$ cat config.mk
export PLATFORM = sky130hd
export DESIGN_NAME = dma_page_gen
export DESIGN_NICKNAME = d
export VERILOG_FILES = /design/src/rtl/dma_page_pkg.sv /design/src/rtl/dma_page_file.sv /design/src/rtl/dma_chan_track.sv /design/src/rtl/dma_addr_path.sv /design/src/rtl/dma_page_gen.sv
export SDC_FILE = /design/constraint.sdc
export NUM_CORES = 1
export LEC_CHECK = 0
export CAP_MARGIN = 20
export CORE_MARGIN = 2
export CORE_UTILIZATION = 46
export DETAILED_ROUTE_END_ITERATION = 12
export PLACE_DENSITY = 0.65
export SLEW_MARGIN = 15
export SYNTH_ARGS = -nofsm -noshare
export SYNTH_HDL_FRONTEND = slang
export SYNTH_SLANG_ARGS = --single-unit
$ cat constraint.sdc
create_clock -name clk -period 6.16 [get_ports clk]
set_input_delay 0.924 -clock clk [delete_from_list [all_inputs] [get_ports clk]]
set_output_delay 0.924 -clock clk [all_outputs]
set_load 0.005 [all_outputs]
$ cat src/rtl/dma_page_pkg.sv
package dma_page_pkg;

  typedef struct packed {
    logic       hit;
    logic [3:0] idx;
  } page_sel_t;

  // Fixed channel-to-page-register map; the cascade channel has no entry.
  function automatic page_sel_t chan_to_page(input logic [2:0] ch);
    page_sel_t s;
    s.hit = 1'b1;
    case (ch)
      3'd0:    s.idx = 4'h7;
      3'd1:    s.idx = 4'h3;
      3'd2:    s.idx = 4'h1;
      3'd3:    s.idx = 4'h2;
      3'd5:    s.idx = 4'hB;
      3'd6:    s.idx = 4'h9;
      3'd7:    s.idx = 4'hA;
      default: begin s.hit = 1'b0; s.idx = 4'h0; end
    endcase
    return s;
  endfunction

endpackage

$ cat src/rtl/dma_page_file.sv
module dma_page_file #(
  parameter int DATA_W = 8,
  parameter int NREGS  = 16,
  localparam int IDX_W = $clog2(NREGS)
) (
  input  logic              clk,
  input  logic              rst,
  input  logic              wr_en,
  input  logic [IDX_W-1:0]  addr,
  input  logic [DATA_W-1:0] wdata,
  output logic [DATA_W-1:0] rd_data,
  input  logic [IDX_W-1:0]  lk_idx,
  output logic [DATA_W-1:0] lk_data
);

  logic [DATA_W-1:0] regs [NREGS];

  always_ff @(posedge clk) begin
    if (rst) begin
      for (int i = 0; i < NREGS; i++) regs[i] <= '0;
      rd_data <= '0;
    end else begin
      if (wr_en) regs[addr] <= wdata;
      rd_data <= regs[addr];
    end
  end

  // Lookup port for the address path: old value during a same-cycle write.
  assign lk_data = regs[lk_idx];

endmodule

$ cat src/rtl/dma_chan_track.sv
module dma_chan_track #(
  parameter int NCHAN = 8,
  localparam int CH_W = $clog2(NCHAN)
) (
  input  logic             clk,
  input  logic             rst,
  input  logic [NCHAN-1:0] ack_n,
  input  logic             eop,
  output logic             busy,
  output logic [CH_W-1:0]  chan,
  output logic             tc,
  output logic [CH_W-1:0]  tc_chan
);

  logic [NCHAN-1:0] ack_q;
  logic [NCHAN-1:0] fall, rise;
  logic             nxt_busy;
  logic [CH_W-1:0]  nxt_chan;

  assign fall = ack_q & ~ack_n;
  assign rise = ~ack_q & ack_n;

  always_comb begin
    nxt_busy = busy;
    nxt_chan = chan;
    if (busy && rise[chan]) nxt_busy = 1'b0;
    for (int i = NCHAN - 1; i >= 0; i--) begin
      if (fall[i]) begin
        nxt_busy = 1'b1;
        nxt_chan = CH_W'(i);
      end
    end
  end

  always_ff @(posedge clk) begin
    if (rst) begin
      ack_q   <= '1;
      busy    <= 1'b0;
      chan    <= '0;
      tc      <= 1'b0;
      tc_chan <= '0;
    end else begin
      ack_q   <= ack_n;
      busy    <= nxt_busy;
      chan    <= nxt_chan;
      tc      <= eop & nxt_busy;
      tc_chan <= nxt_chan;
    end
  end

endmodule

$ cat src/rtl/dma_addr_path.sv
module dma_addr_path #(
  parameter int DATA_W = 8,
  parameter int OFF_W  = 16,
  parameter int NCHAN  = 8,
  localparam int CH_W   = $clog2(NCHAN),
  localparam int ADDR_W = DATA_W + OFF_W,
  localparam int HALF   = NCHAN / 2
) (
  input  logic                clk,
  input  logic                rst,
  input  logic                busy,
  input  logic [CH_W-1:0]     chan,
  input  logic [DATA_W-1:0]   page,
  input  logic [OFF_W-1:0]    offset,
  input  logic                rd_req,
  input  logic                wr_req,
  input  logic [DATA_W-1:0]   wdata,
  input  logic                rvalid,
  input  logic [2*DATA_W-1:0] rdata,
  output logic [ADDR_W-1:0]   mem_addr,
  output logic                mem_re,
  output logic                mem_we,
  output logic                mem_word,
  output logic [2*DATA_W-1:0] mem_wdata,
  output logic [DATA_W-1:0]   ctl_rdata,
  output logic                ctl_rvalid
);

  logic              is_word;
  logic [ADDR_W-1:0] addr_c;
  logic [DATA_W-1:0] hold;
  logic              pend_word;

  assign is_word = (32'(chan) >= HALF);
  assign addr_c  = is_word ? {page[DATA_W-1:1], offset, 1'b0} : {page, offset};

  always_ff @(posedge clk) begin
    if (rst) begin
      mem_addr   <= '0;
      mem_re     <= 1'b0;
      mem_we     <= 1'b0;
      mem_word   <= 1'b0;
      mem_wdata  <= '0;
      ctl_rdata  <= '1;
      ctl_rvalid <= 1'b0;
      hold       <= '1;
      pend_word  <= 1'b0;
    end else begin
      mem_re     <= 1'b0;
      mem_we     <= 1'b0;
      ctl_rvalid <= 1'b0;
      if (busy && rd_req) begin
        mem_re    <= 1'b1;
        mem_addr  <= addr_c;
        mem_word  <= is_word;
        pend_word <= is_word;
      end else if (busy && wr_req) begin
        mem_we    <= 1'b1;
        mem_addr  <= addr_c;
        mem_word  <= is_word;
        mem_wdata <= is_word ? {hold, wdata} : {{DATA_W{1'b0}}, wdata};
      end
      if (rvalid) begin
        ctl_rvalid <= 1'b1;
        ctl_rdata  <= rdata[DATA_W-1:0];
        if (pend_word) hold <= rdata[2*DATA_W-1:DATA_W];
      end else if (!busy && rd_req) begin
        ctl_rvalid <= 1'b1;
        ctl_rdata  <= '1;
      end
    end
  end

endmodule

$ cat src/rtl/dma_page_gen.sv
module dma_page_gen #(
  parameter int DATA_W = 8,
  parameter int OFF_W  = 16,
  parameter int NCHAN  = 8,
  parameter int NREGS  = 16,
  localparam int IDX_W  = $clog2(NREGS),
  localparam int CH_W   = $clog2(NCHAN),
  localparam int ADDR_W = DATA_W + OFF_W
) (
  input  logic                clk,
  input  logic                rst,
  input  logic [IDX_W-1:0]    io_addr,
  input  logic                io_we,
  input  logic [DATA_W-1:0]   io_wdata,
  output logic [DATA_W-1:0]   io_rdata,
  input  logic [NCHAN-1:0]    dack_n,
  input  logic                eop,
  input  logic [OFF_W-1:0]    xfer_off,
  input  logic                rd_req,
  input  logic                wr_req,
  input  logic [DATA_W-1:0]   ctl_wdata,
  input  logic                mem_rvalid,
  input  logic [2*DATA_W-1:0] mem_rdata,
  output logic [ADDR_W-1:0]   mem_addr,
  output logic                mem_re,
  output logic                mem_we,
  output logic                mem_word,
  output logic [2*DATA_W-1:0] mem_wdata,
  output logic [DATA_W-1:0]   ctl_rdata,
  output logic                ctl_rvalid,
  output logic                busy,
  output logic [CH_W-1:0]     act_chan,
  output logic                tc_out,
  output logic [CH_W-1:0]     tc_chan
);
  import dma_page_pkg::*;

  page_sel_t         sel;
  logic [IDX_W-1:0]  lk_idx;
  logic [DATA_W-1:0] lk_data;
  logic [DATA_W-1:0] page;

  assign sel    = chan_to_page(3'(act_chan));
  assign lk_idx = IDX_W'(sel.idx);
  assign page   = sel.hit ? lk_data : {DATA_W{1'b1}};

  dma_page_file #(.DATA_W(DATA_W), .NREGS(NREGS)) u_file (
    .clk(clk), .rst(rst), .wr_en(io_we), .addr(io_addr), .wdata(io_wdata),
    .rd_data(io_rdata), .lk_idx(lk_idx), .lk_data(lk_data)
  );

  dma_chan_track #(.NCHAN(NCHAN)) u_track (
    .clk(clk), .rst(rst), .ack_n(dack_n), .eop(eop),
    .busy(busy), .chan(act_chan), .tc(tc_out), .tc_chan(tc_chan)
  );

  dma_addr_path #(.DATA_W(DATA_W), .OFF_W(OFF_W), .NCHAN(NCHAN)) u_path (
    .clk(clk), .rst(rst), .busy(busy), .chan(act_chan), .page(page),
    .offset(xfer_off), .rd_req(rd_req), .wr_req(wr_req), .wdata(ctl_wdata),
    .rvalid(mem_rvalid), .rdata(mem_rdata), .mem_addr(mem_addr),
    .mem_re(mem_re), .mem_we(mem_we), .mem_word(mem_word),
    .mem_wdata(mem_wdata), .ctl_rdata(ctl_rdata), .ctl_rvalid(ctl_rvalid)
  );

endmodule

==> run summary, run 1 <==
Die X - 147 µm
Setup crit end kind - flop
FILL cells - 1637
Total GRT Usage - 22.7%
Cell area after synthesis - 0.00934 mm²
Fin. Hold Viols - 0
Area after DPL - 0.0108 mm²
Post-Place Worst Slack - 2150 ps
Setup TNS - 0 ps
Pleak - 4.07 nW
Nets@finish - 946
RSZ-0062 raised after global routing - no
Root buf cell - clkbuf_16
Syn Inst Count - 770
Syn_nets - 837
Peak supply drop - 0.214 mV
Async set or reset register ratio after synthesis - 0%
Met3 Track Usage GR - 4.91%
Cell area after layout - 0.0115 mm²
Area grow syn2layout - 22.9%
CTS Buf Count - 23
Critical path class - in2reg
Gr busiest metal - met2
R2R Setup Slk - 3870 ps
CTS Sinks - 210
Final worst slack - 2610 ps
GR Overflow Total - 0
Die height - 147 µm
Min cycle time layout - 3550 ps
Cell variety after synth - 49
DRT Wirelength - 24500 µm
FP Rows - 52
Vias in the first global route - 6430
MaxCap Viol Count - 0
Drt drc - 0
Post-CTS repair timing setup buffer count - 0
Boundary Pins - 135
CORE AREA - 0.0201 mm²
Largest net degree at the start of global routing - 54
Syn_area_per_cell - 12.1 µm²
Die area - 0.0215 mm²
Share of post-route cells with drive strength above 1 - 10.5%
Max FO, Critical Path - 21
Outcome - finished, final reports clean
Clk_lat worst skew - 500 ps
Post-CTS Hold Buffers - 0
F_max - 0.282 GHz
GPL Wtd Cong - 0.925
Final slew viol count - 0
Top FF cell, synth - edfxtp_1
Iteration-0 DRC count of the detailed router - 419
Via count - 6507
Final Setup Violations - 0
CTS resizes - 0
Crit path DAT - 3680 ps
Grt met1 use - 31.2%
Clock transition at path regs - 60 ps
Synth Warn # - 0
Critical Path Source Type - input pin
Req. time, crit path - 6280 ps
Worst Hold Class - reg2reg
Flops & latches, synth - 210
Initial antenna violation count - 0
Port Buffers - 134
CTS Buffer Depth - 3
Post-DP HPWL - 17300 µm
Slew HR - 26.6%
Pwr dens - 283 mW/mm²
CTS tree - built
Worst-margin pin slew - 1090 ps
Wirelength per Cell - 21.0 µm
Seq/Total Area, Yosys - 58.7%
Clock Skew - 7.95 ps
Post-DR vias/cell - 5.59
GR Util met2 - 37.1%
Final ANT Viol Nets - 0
Initial Util - 46.5%
Number of synthesized flops with an enable pin - 128
Period utilization - 57.7%
First-pass GRT wire length - 37700 µm
DRT Pass-1 Iters - 5
H-tree levels - 1
-- state kept, by name, indices dropped and copies added (netlist names) --
name	flops
u_path.mem_re	1
u_track.tc	1
u_path.mem_word	1
u_file.rd_data	8
u_track.ack_q	8
u_path.mem_we	1
u_path.hold	8
u_file.regs	128
u_path.mem_addr	24
u_track.busy	1
u_path.ctl_rvalid	1
u_path.pend_word	1
u_track.chan	3
u_path.ctl_rdata	8
u_path.mem_wdata	16
-- cell usage in the layout (no fill, tap or decap), drive strengths merged, types with 2 or more instances in the layout --
master,instances
nor2b,5
clkdlybuf4s50,132
clkinvlp,2
nand3,30
or2,12
nand4b,2
edfxtp,128
or4b,2
a221o,8
nand2,53
and3,2
nor3b,2
mux4,33
inv,17
a22o,7
a221oi,8
buf,8
clkbuf,30
a31oi,2
mux2i,37
o22ai,15
nor2,41
nor3,14
a21o,3
a21oi,23
clkinv,6
o21ai,23
and2,130
dfxtp,82
nand2b,9
a211oi,15
-- worst paths after layout --
kind | start | end | cells after the start
setup reg to reg | u_track.chan[2]$_SDFFE_PP0P_ | u_path.mem_addr[16]$_SDFFE_PP0P_ | 5
hold reg to reg | u_path.mem_wdata[10]$_SDFFE_PP0P_ | u_path.mem_wdata[10]$_SDFFE_PP0P_ | 2
setup / recovery | io_addr[3] | u_file.regs[2][6]$_SDFFCE_PN0P_ | 3
hold / removal | u_path.mem_wdata[10]$_SDFFE_PP0P_ | u_path.mem_wdata[10]$_SDFFE_PP0P_ | 2
-- report_power, final --
part | leakage, nW | internal, mW | total, mW | switching [mW]
clock network | 0.336 | 0.720 | 1.25 | 0.531
registers | 1.90 | 1.58 | 1.63 | 0.0566
logic | 1.83 | 0.184 | 0.361 | 0.177
total | 4.07 | 2.48 | 3.25 | 0.765
-- logic make-up (layout without fill, tap and decap cells) --
kind of cell    count (synthesis)  in the layout  share of synthesized area (%)
flops                         210            210                           58.7
simple gates                  307            307                           17.9
other cells                     0              1                              0
buf+inv                        72            195                           3.47
mux                            70             70                           11.9
compound gates                111            111                           8.01
-- cells in the mapped netlist, types with 2 or more instances --
cell / instances / area share [%]
buf_1: 3 / 0.12
a21oi_1: 23 / 1.2
a31oi_1: 2 / 0.13
nand2b_1: 9 / 0.60
nor2b_1: 5 / 0.33
buf_2: 13 / 0.70
buf_4: 6 / 0.48
a21o_1: 3 / 0.24
mux2i_1: 37 / 4.0
and3_1: 2 / 0.13
a221oi_1: 8 / 0.75
nor3_1: 13 / 0.70
inv_1: 14 / 0.56
mux4_2: 33 / 8.0
or2_2: 12 / 0.80
and2_1: 130 / 8.7
nand3_1: 30 / 1.6
buf_6: 2 / 0.24
nor2_2: 3 / 0.20
a221o_1: 8 / 0.86
o22ai_1: 15 / 1.0
a22o_1: 7 / 0.66
nand4b_1: 2 / 0.19
nor3b_1: 2 / 0.16
clkbuf_1: 32 / 1.3
a211oi_1: 15 / 1.2
edfxtp_1: 128 / 41
dfxtp_1: 82 / 18
o21ai_0: 22 / 1.2
nor2_1: 38 / 1.5
nand2_1: 53 / 2.1
-- worst max-delay path, cell delays in order --
cell             delay (ps)
clkdlybuf4s50_1         920
or4b_1                  920
o21ai_0                 910
-- metrics by stage --
stage	hold WS (ps)	util [%]	power (mW)	cells
floorplan	441	-	1.83	770
global placement	439	53.7	2.01	1123
detailed placement	445	53.7	2.02	1123
CTS	451	57.1	3.27	1162
global route	470	57.1	3.36	1163
finish	450	57.1	3.25	1164
-- final cells by class --
type,count,area [µm²],share of cell area [%]
clock inverter,9,53.8,0.469
timing repair buffer,140,1370,12.0
multi-input combinational,488,3540,30.8
clock buffer,30,632,5.50
antenna,1,2.50,0.0218
tap,270,338,2.94
inverter,16,60.1,0.523
sequential,210,5490,47.8
-- layer usage --
metal	share of wire, %	wire, µm
met1	43	10400
met2	46	11400
met5	0	0
met4	2.0	498
met3	9.0	2200
No activity file was read; power rests on OpenSTA's default activity.
==> run 2, diff against run 1 <==
Clock period 6.16 ns to 3.34 ns, I/O delays scaled along.
==> run 2 against run 1 <==
Routed wire length up 2.0%. Clock power up 110%. Critical path type is now reg2out. Design area up 2.3%. Highest routed layer unchanged. Sequential power up 85%. Combinational power up 92%. Via count up 1.8%. First-iteration DRC count up 26%. Setup slack worse by 1700 ps.
==> run summary, run 2 (synthesis gave the netlist of run 1 again) <==
H-tree levels - 1 (unchanged)
Max FFs per register - 128 (unchanged)
Clock transition at path regs - 60 ps (about the same)
Worst Hold Class - reg2reg
Iteration-0 DRC count of the detailed router - 530 (+26%)
Port Buffers - 134 (unchanged)
Final Setup Violations - 0 (unchanged)
FP Rows - 52 (unchanged)
GPL Wtd Cong - 0.842 (-9.0%)
F_max - 0.412 GHz
Non-Filler Instances - 1186 (+1.9%)
Cell family with most CP delay - flip-flops
Reg-to-reg endpoint - u_path.mem_addr[21]$_SDFFE_PP0P_
Register area - 0.00549 mm² (unchanged)
RSZ-0062 raised after global routing - no
CTS resizes - 0 (unchanged)
Worst-margin pin slew - 853 ps (-236 ps)
FILL cells - 1603 (-2.1%)
Final slew viol count - 0 (unchanged)
Biggest cell delay along the critical path - 790 ps (-130 ps)
CORE AREA - 0.0201 mm² (unchanged)
First-pass GRT wire length - 38500 µm (+2.2%)
Drt drc - 0 (unchanged)
Share of post-route cells with drive strength above 1 - 12.4% (+1.9 points)
Pleak - 4.22 nW (+3.8%)
MaxCap Viol Count - 0 (unchanged)
Final ANT Viol Nets - 0 (unchanged)
Min cycle time layout - 2430 ps
Pwr dens - 539 mW/mm² (+91%)
Vias in the first global route - 6432 (+0.031%)
Total GRT Usage - 23.3% (+0.54 points)
Die X - 147 µm (unchanged)
R2R Setup Slk - 1190 ps (-2680 ps)
Nets@finish - 967 (+2.2%)
Clk_lat worst skew - 500 ps (about the same)
Hold Path End - u_path.mem_wdata[4]$_SDFFE_PP0P_
Most common cell after layout, fill and taps aside - clkdlybuf4s50_1
Crit path DAT - 1930 ps (-1750 ps)
GR Util met2 - 38.2% (+1.1 points)
Cell total after placement - 1145 (+2.0%)
CP max stage cell - dfxtp_1
Multi-input logic area - 0.00354 mm² (unchanged)
DRT Wirelength - 24900 µm (+2.0%)
Fin. Hold Viols - 0 (unchanged)
Initial antenna violation count - 0 (unchanged)
Boundary Pins - 135 (unchanged)
Post-DR vias/cell - 5.59 (about the same)
Wirelength per Cell - 21.0 µm (about the same)
Post-CTS Hold Buffers - 0 (unchanged)
CTS Buffer Depth - 3 (unchanged)
Post-DP HPWL - 17900 µm (+3.6%)
Hold path startpoint - u_path.mem_wdata[4]$_SDFFE_PP0P_
Via count - 6627 (+1.8%)
Cells along the critical path - clkdlybuf4s50_1
Gr busiest metal - met2
DRT Pass-1 Iters - 5 (unchanged)
Outcome - finished, final reports clean
Largest reg by FF count - u_file.regs
Grt met1 use - 31.7% (+0.43 points)
Setup crit end kind - output pin
Die height - 147 µm (unchanged)
Max FO, Critical Path - 20 (-4.8%)
Diode count - 0 (-1)
Hold path cells - 2 (unchanged)
Met3 Track Usage GR - 4.63% (-0.28 points)
Die area - 0.0215 mm² (unchanged)
Clock Skew - 6.13 ps (-1.82 ps)
CTS tree - built
Peak supply drop - 0.353 mV (+65%)
Largest net degree at the start of global routing - 51 (-5.6%)
Slew HR - 42.9% (+16 points)
Initial Util - 46.5% (unchanged)
Largest regs - u_file.regs: 128 flops, u_path.mem_addr: 24 flops, u_path.mem_wdata: 16 flops
Root buf cell - clkbuf_16
Post-CTS repair timing setup buffer count - 0 (unchanged)
Final core utilization - 58.4% (+1.3 points)
Area grow syn2layout - 25.7%
R2R cell count - 5 (unchanged)
GR Overflow Total - 0 (unchanged)
Period utilization - 72.7%
RR Startpoint - u_track.chan[1]$_SDFFE_PP0P_
Most frequent cells in the layout - clkdlybuf4s50_1 (132), and2_1 (130), edfxtp_1 (128)
CTS Sinks - 210 (unchanged)
Req. time, crit path - 2840 ps (-3440 ps)
Setup TNS - 0 ps (unchanged)
CTS Buf Count - 23 (unchanged)
Critical path class - reg2out
Critical Path Source Type - flop
Critical path buffer and inverter count - 1 (unchanged)
==> run 2: how the worst max path moves through the flow <==
stage	startpoint	to	slack, ps	depth (start not counted)
2_1_floorplan	io_addr[2]	u_file.regs[1][0]$_SDFFCE_PN0P_	1000	4
3_3_place_gp	io_addr[3]	u_file.regs[8][6]$_SDFFCE_PN0P_	640	6
3_5_place_dp	io_addr[0]	u_file.rd_data[6]$_SDFF_PP0_	580	4
4_1_cts	u_track.chan[0]$_SDFFE_PP0P_	act_chan[0]	870	1
5_1_grt	u_track.chan[0]$_SDFFE_PP0P_	act_chan[0]	820	1
6_report	u_track.chan[0]$_SDFFE_PP0P_	act_chan[0]	910	1
==> run 2: power breakdown <==
| part | switching (mW) | total (mW) | internal (mW) | leakage (nW) |
|---|---|---|---|---|
| clock network | 0.992 | 2.63 | 1.64 | 0.381 |
| registers | 0.103 | 3.01 | 2.91 | 1.90 |
| logic | 0.336 | 0.692 | 0.356 | 1.94 |
| total | 1.43 | 6.33 | 4.90 | 4.22 |
==> run 2: per-stage QoR <==
stage | setup WS, ps | power, mW | hold slack, ps | cell area, µm²
2_1_floorplan | 1000 | 3.37 | 441 | 9340
3_3_place_gp | 644 | 3.74 | 438 | 11000
3_5_place_dp | 582 | 3.75 | 447 | 11000
4_1_cts | 874 | 6.37 | 456 | 11800
5_1_grt | 820 | 6.54 | 478 | 11800
6_report | 912 | 6.33 | 456 | 11800
==> run 2: cell type report <==
cell class / instances / area share (%)
Sequential cell: 210 / 46.7
Clock buffer: 26 / 4.99
Clock inverter: 15 / 1.67
Inverter: 16 / 0.511
Timing Repair Buffer: 161 / 13.2
Tap cell: 270 / 2.88
Multi-Input combinational cell: 488 / 30.1
==> run 2: routing by layer <==
layer / routed length (µm) / part of all wire [%]
met3: 2030 / 8.1
met4: 660 / 2.6
met2: 11700 / 47
met5: 0 / 0
met1: 10600 / 42
==> run 3, diff against run 2 <==
Settings changed: PLACE_DENSITY 0.65 to 0.68.
Clock period 3.34 ns to 2.13 ns, I/O delays scaled along.
==> run 3 against run 2 <==
First-iteration DRC count rose by 2.6%. Critical path depth did not move. Sequential share of layout area down 0.71 points. Non-clock buffer count up 29. Highest routed layer unchanged. Setup slack worse by 790 ps. Via count up 0.53%. Count of clock-buffer cells in the layout is 1 higher. Register-to-register slack lost 950 ps.
==> run summary, run 3 (synthesis gave the netlist of run 1 again) <==
Multi-input logic area - 0.00354 mm² (unchanged)
Via count - 6662 (+0.53%)
Initial antenna violation count - 0 (unchanged)
Min cycle time layout - 2010 ps
Vias in the first global route - 6404 (-0.44%)
Pwr dens - 810 mW/mm² (+50%)
CTS Buffer Depth - 3 (unchanged)
CTS Buf Count - 22 (-4.3%)
Nets@finish - 995 (+2.9%)
Req. time, crit path - 1810 ps (-1030 ps)
Clock transition at path regs - 60 ps (about the same)
Post-Place Worst Slack - -71.1 ps (-653 ps)
Share of post-route cells with drive strength above 1 - 15.2% (+2.7 points)
Period utilization - 94.3%
CP max stage cell - dfxtp_1
Diode count - 0 (unchanged)
Clock Skew - 9.70 ps (+3.56 ps)
Final ANT Viol Nets - 0 (unchanged)
Max FFs per register - 128 (unchanged)
CTS Sinks - 210 (unchanged)
First-pass GRT wire length - 37700 µm (-1.9%)
Port Buffers - 134 (unchanged)
Post-DP HPWL - 17400 µm (-2.8%)
Critical Path Stages - 1 (unchanged)
Largest net degree at the start of global routing - 41 (-20%)
Largest reg by FF count - u_file.regs
RSZ-0062 raised after global routing - no
Iteration-0 DRC count of the detailed router - 544 (+2.6%)
CTS resizes - 0 (unchanged)
Boundary Pins - 135 (unchanged)
F_max - 0.498 GHz
Wirelength per Cell - 20.4 µm (-3.0%)
Initial Util - 46.5% (unchanged)
Post-CTS repair timing setup buffer count - 0 (unchanged)
Critical path class - reg2out
Die area - 0.0215 mm² (unchanged)
Final worst slack - 122 ps (-791 ps)
CTS tree - built
GPL Wtd Cong - 0.887 (+5.4%)
FILL cells - 1617 (+0.87%)
Biggest cell delay along the critical path - 600 ps (-190 ps)
Most frequent cells in the layout - clkdlybuf4s50_1 (131), and2_1 (130), edfxtp_1 (128)
Critical Path Source Type - flop
Most common cell after layout, fill and taps aside - clkdlybuf4s50_1
Peak supply drop - 0.525 mV (+49%)
Outcome - finished, final reports clean
R2R cell count - 4 (-1)
Fin. Hold Viols - 0 (unchanged)
Crit path DAT - 1690 ps (-240 ps)
Worst-margin pin slew - 974 ps (+121 ps)
Final slew viol count - 0 (unchanged)
Cells along the critical path - clkdlybuf4s50_1
MaxCap Viol Count - 0 (unchanged)
Setup crit end kind - output pin
Area grow syn2layout - 27.8%
Worst hold slack - 349 ps (-107 ps)
Final Setup Violations - 0 (unchanged)
Drt drc - 0 (unchanged)
Pleak - 4.34 nW (+2.9%)
FP Rows - 52 (unchanged)
Post-CTS Hold Buffers - 0 (unchanged)
Largest regs - u_file.regs: 128 flops, u_path.mem_addr: 24 flops, u_path.mem_wdata: 16 flops
Slew HR - 34.9% (-8.0 points)
Critical path buffer and inverter count - 1 (unchanged)
DRT Pass-1 Iters - 6 (+1)
CORE AREA - 0.0201 mm² (unchanged)
Cell family with most CP delay - flip-flops
Register area - 0.00549 mm² (about the same)
Max FO, Critical Path - 10 (-50%)
Die height - 147 µm (unchanged)
Total GRT Usage - 22.9% (-0.34 points)
Root buf cell - clkbuf_16
Die X - 147 µm (unchanged)
Hold path cells - 3 (+1)
H-tree levels - 1 (unchanged)
GR Overflow Total - 0 (unchanged)
DRT Wirelength - 24700 µm (-0.92%)
Post-DR vias/cell - 5.50 (-1.6%)
Worst Hold Class - in2reg
Clk_lat worst skew - 500 ps (about the same)
[run 3: changes by cell type in the layout (fill, tap and decap cells not counted), sizes merged]
cell,change
clkdlybuf4s50,-1
bufinv,-2
clkbuf,+1
clkinv,-2
buf,+30
[run 3: final timing paths]
path,from,to,slack [ps]
setup / recovery,u_track.chan[1]$_SDFFE_PP0P_,act_chan[1],120
hold / removal,eop,u_track.tc$_SDFF_PP0_,350
setup reg to reg,u_track.chan[1]$_SDFFE_PP0P_,u_path.mem_addr[23]$_SDFFE_PP0P_,240
hold reg to reg,u_path.mem_wdata[11]$_SDFFE_PP0P_,u_path.mem_wdata[11]$_SDFFE_PP0P_,450
[run 3: final cells by class]
cell class                      count  share of cell area, %
Timing Repair Buffer              190                   15.1
Inverter                           16                  0.503
Multi-Input combinational cell    488                   29.6
Sequential cell                   210                   46.0
Clock inverter                     11                   1.07
Tap cell                          270                   2.83
Clock buffer                       27                   4.95
[run 3: worst min-delay path: cells and delay by family]
| family | cells | cell delay [ps] |
|---|---|---|
| AO/OA/AOI/OAI | 1 | 30 |
| buffers and inverters | 2 | 450 |
[run 3: per-stage QoR]
step / util (%) / power (mW) / instances / area (µm²) / setup TNS (ps)
global route: 59.4 / 9.98 / 1212 / 11900 / 0
detailed placement: 55.8 / 5.92 / 1174 / 11200 / -3260
global placement: 55.8 / 5.90 / 1174 / 11200 / -1980
floorplan: - / 5.28 / 770 / 9340 / -655
finish: 59.4 / 9.67 / 1212 / 11900 / 0
CTS: 59.4 / 9.74 / 1212 / 11900 / 0
[run 3: routing by layer]
metal	wire length, µm	track usage [%]	vias up
met5	0	0	-
met4	538	5.15	0
met3	1650	3.69	41
met2	11900	38.9	289
met1	10600	31.3	3221
li1	-	-	3111
[run 3: power by group]
part / switching, mW / internal, mW
sequential: 0.155 / 4.55
clock: 1.52 / 2.32
combinational: 0.531 / 0.591
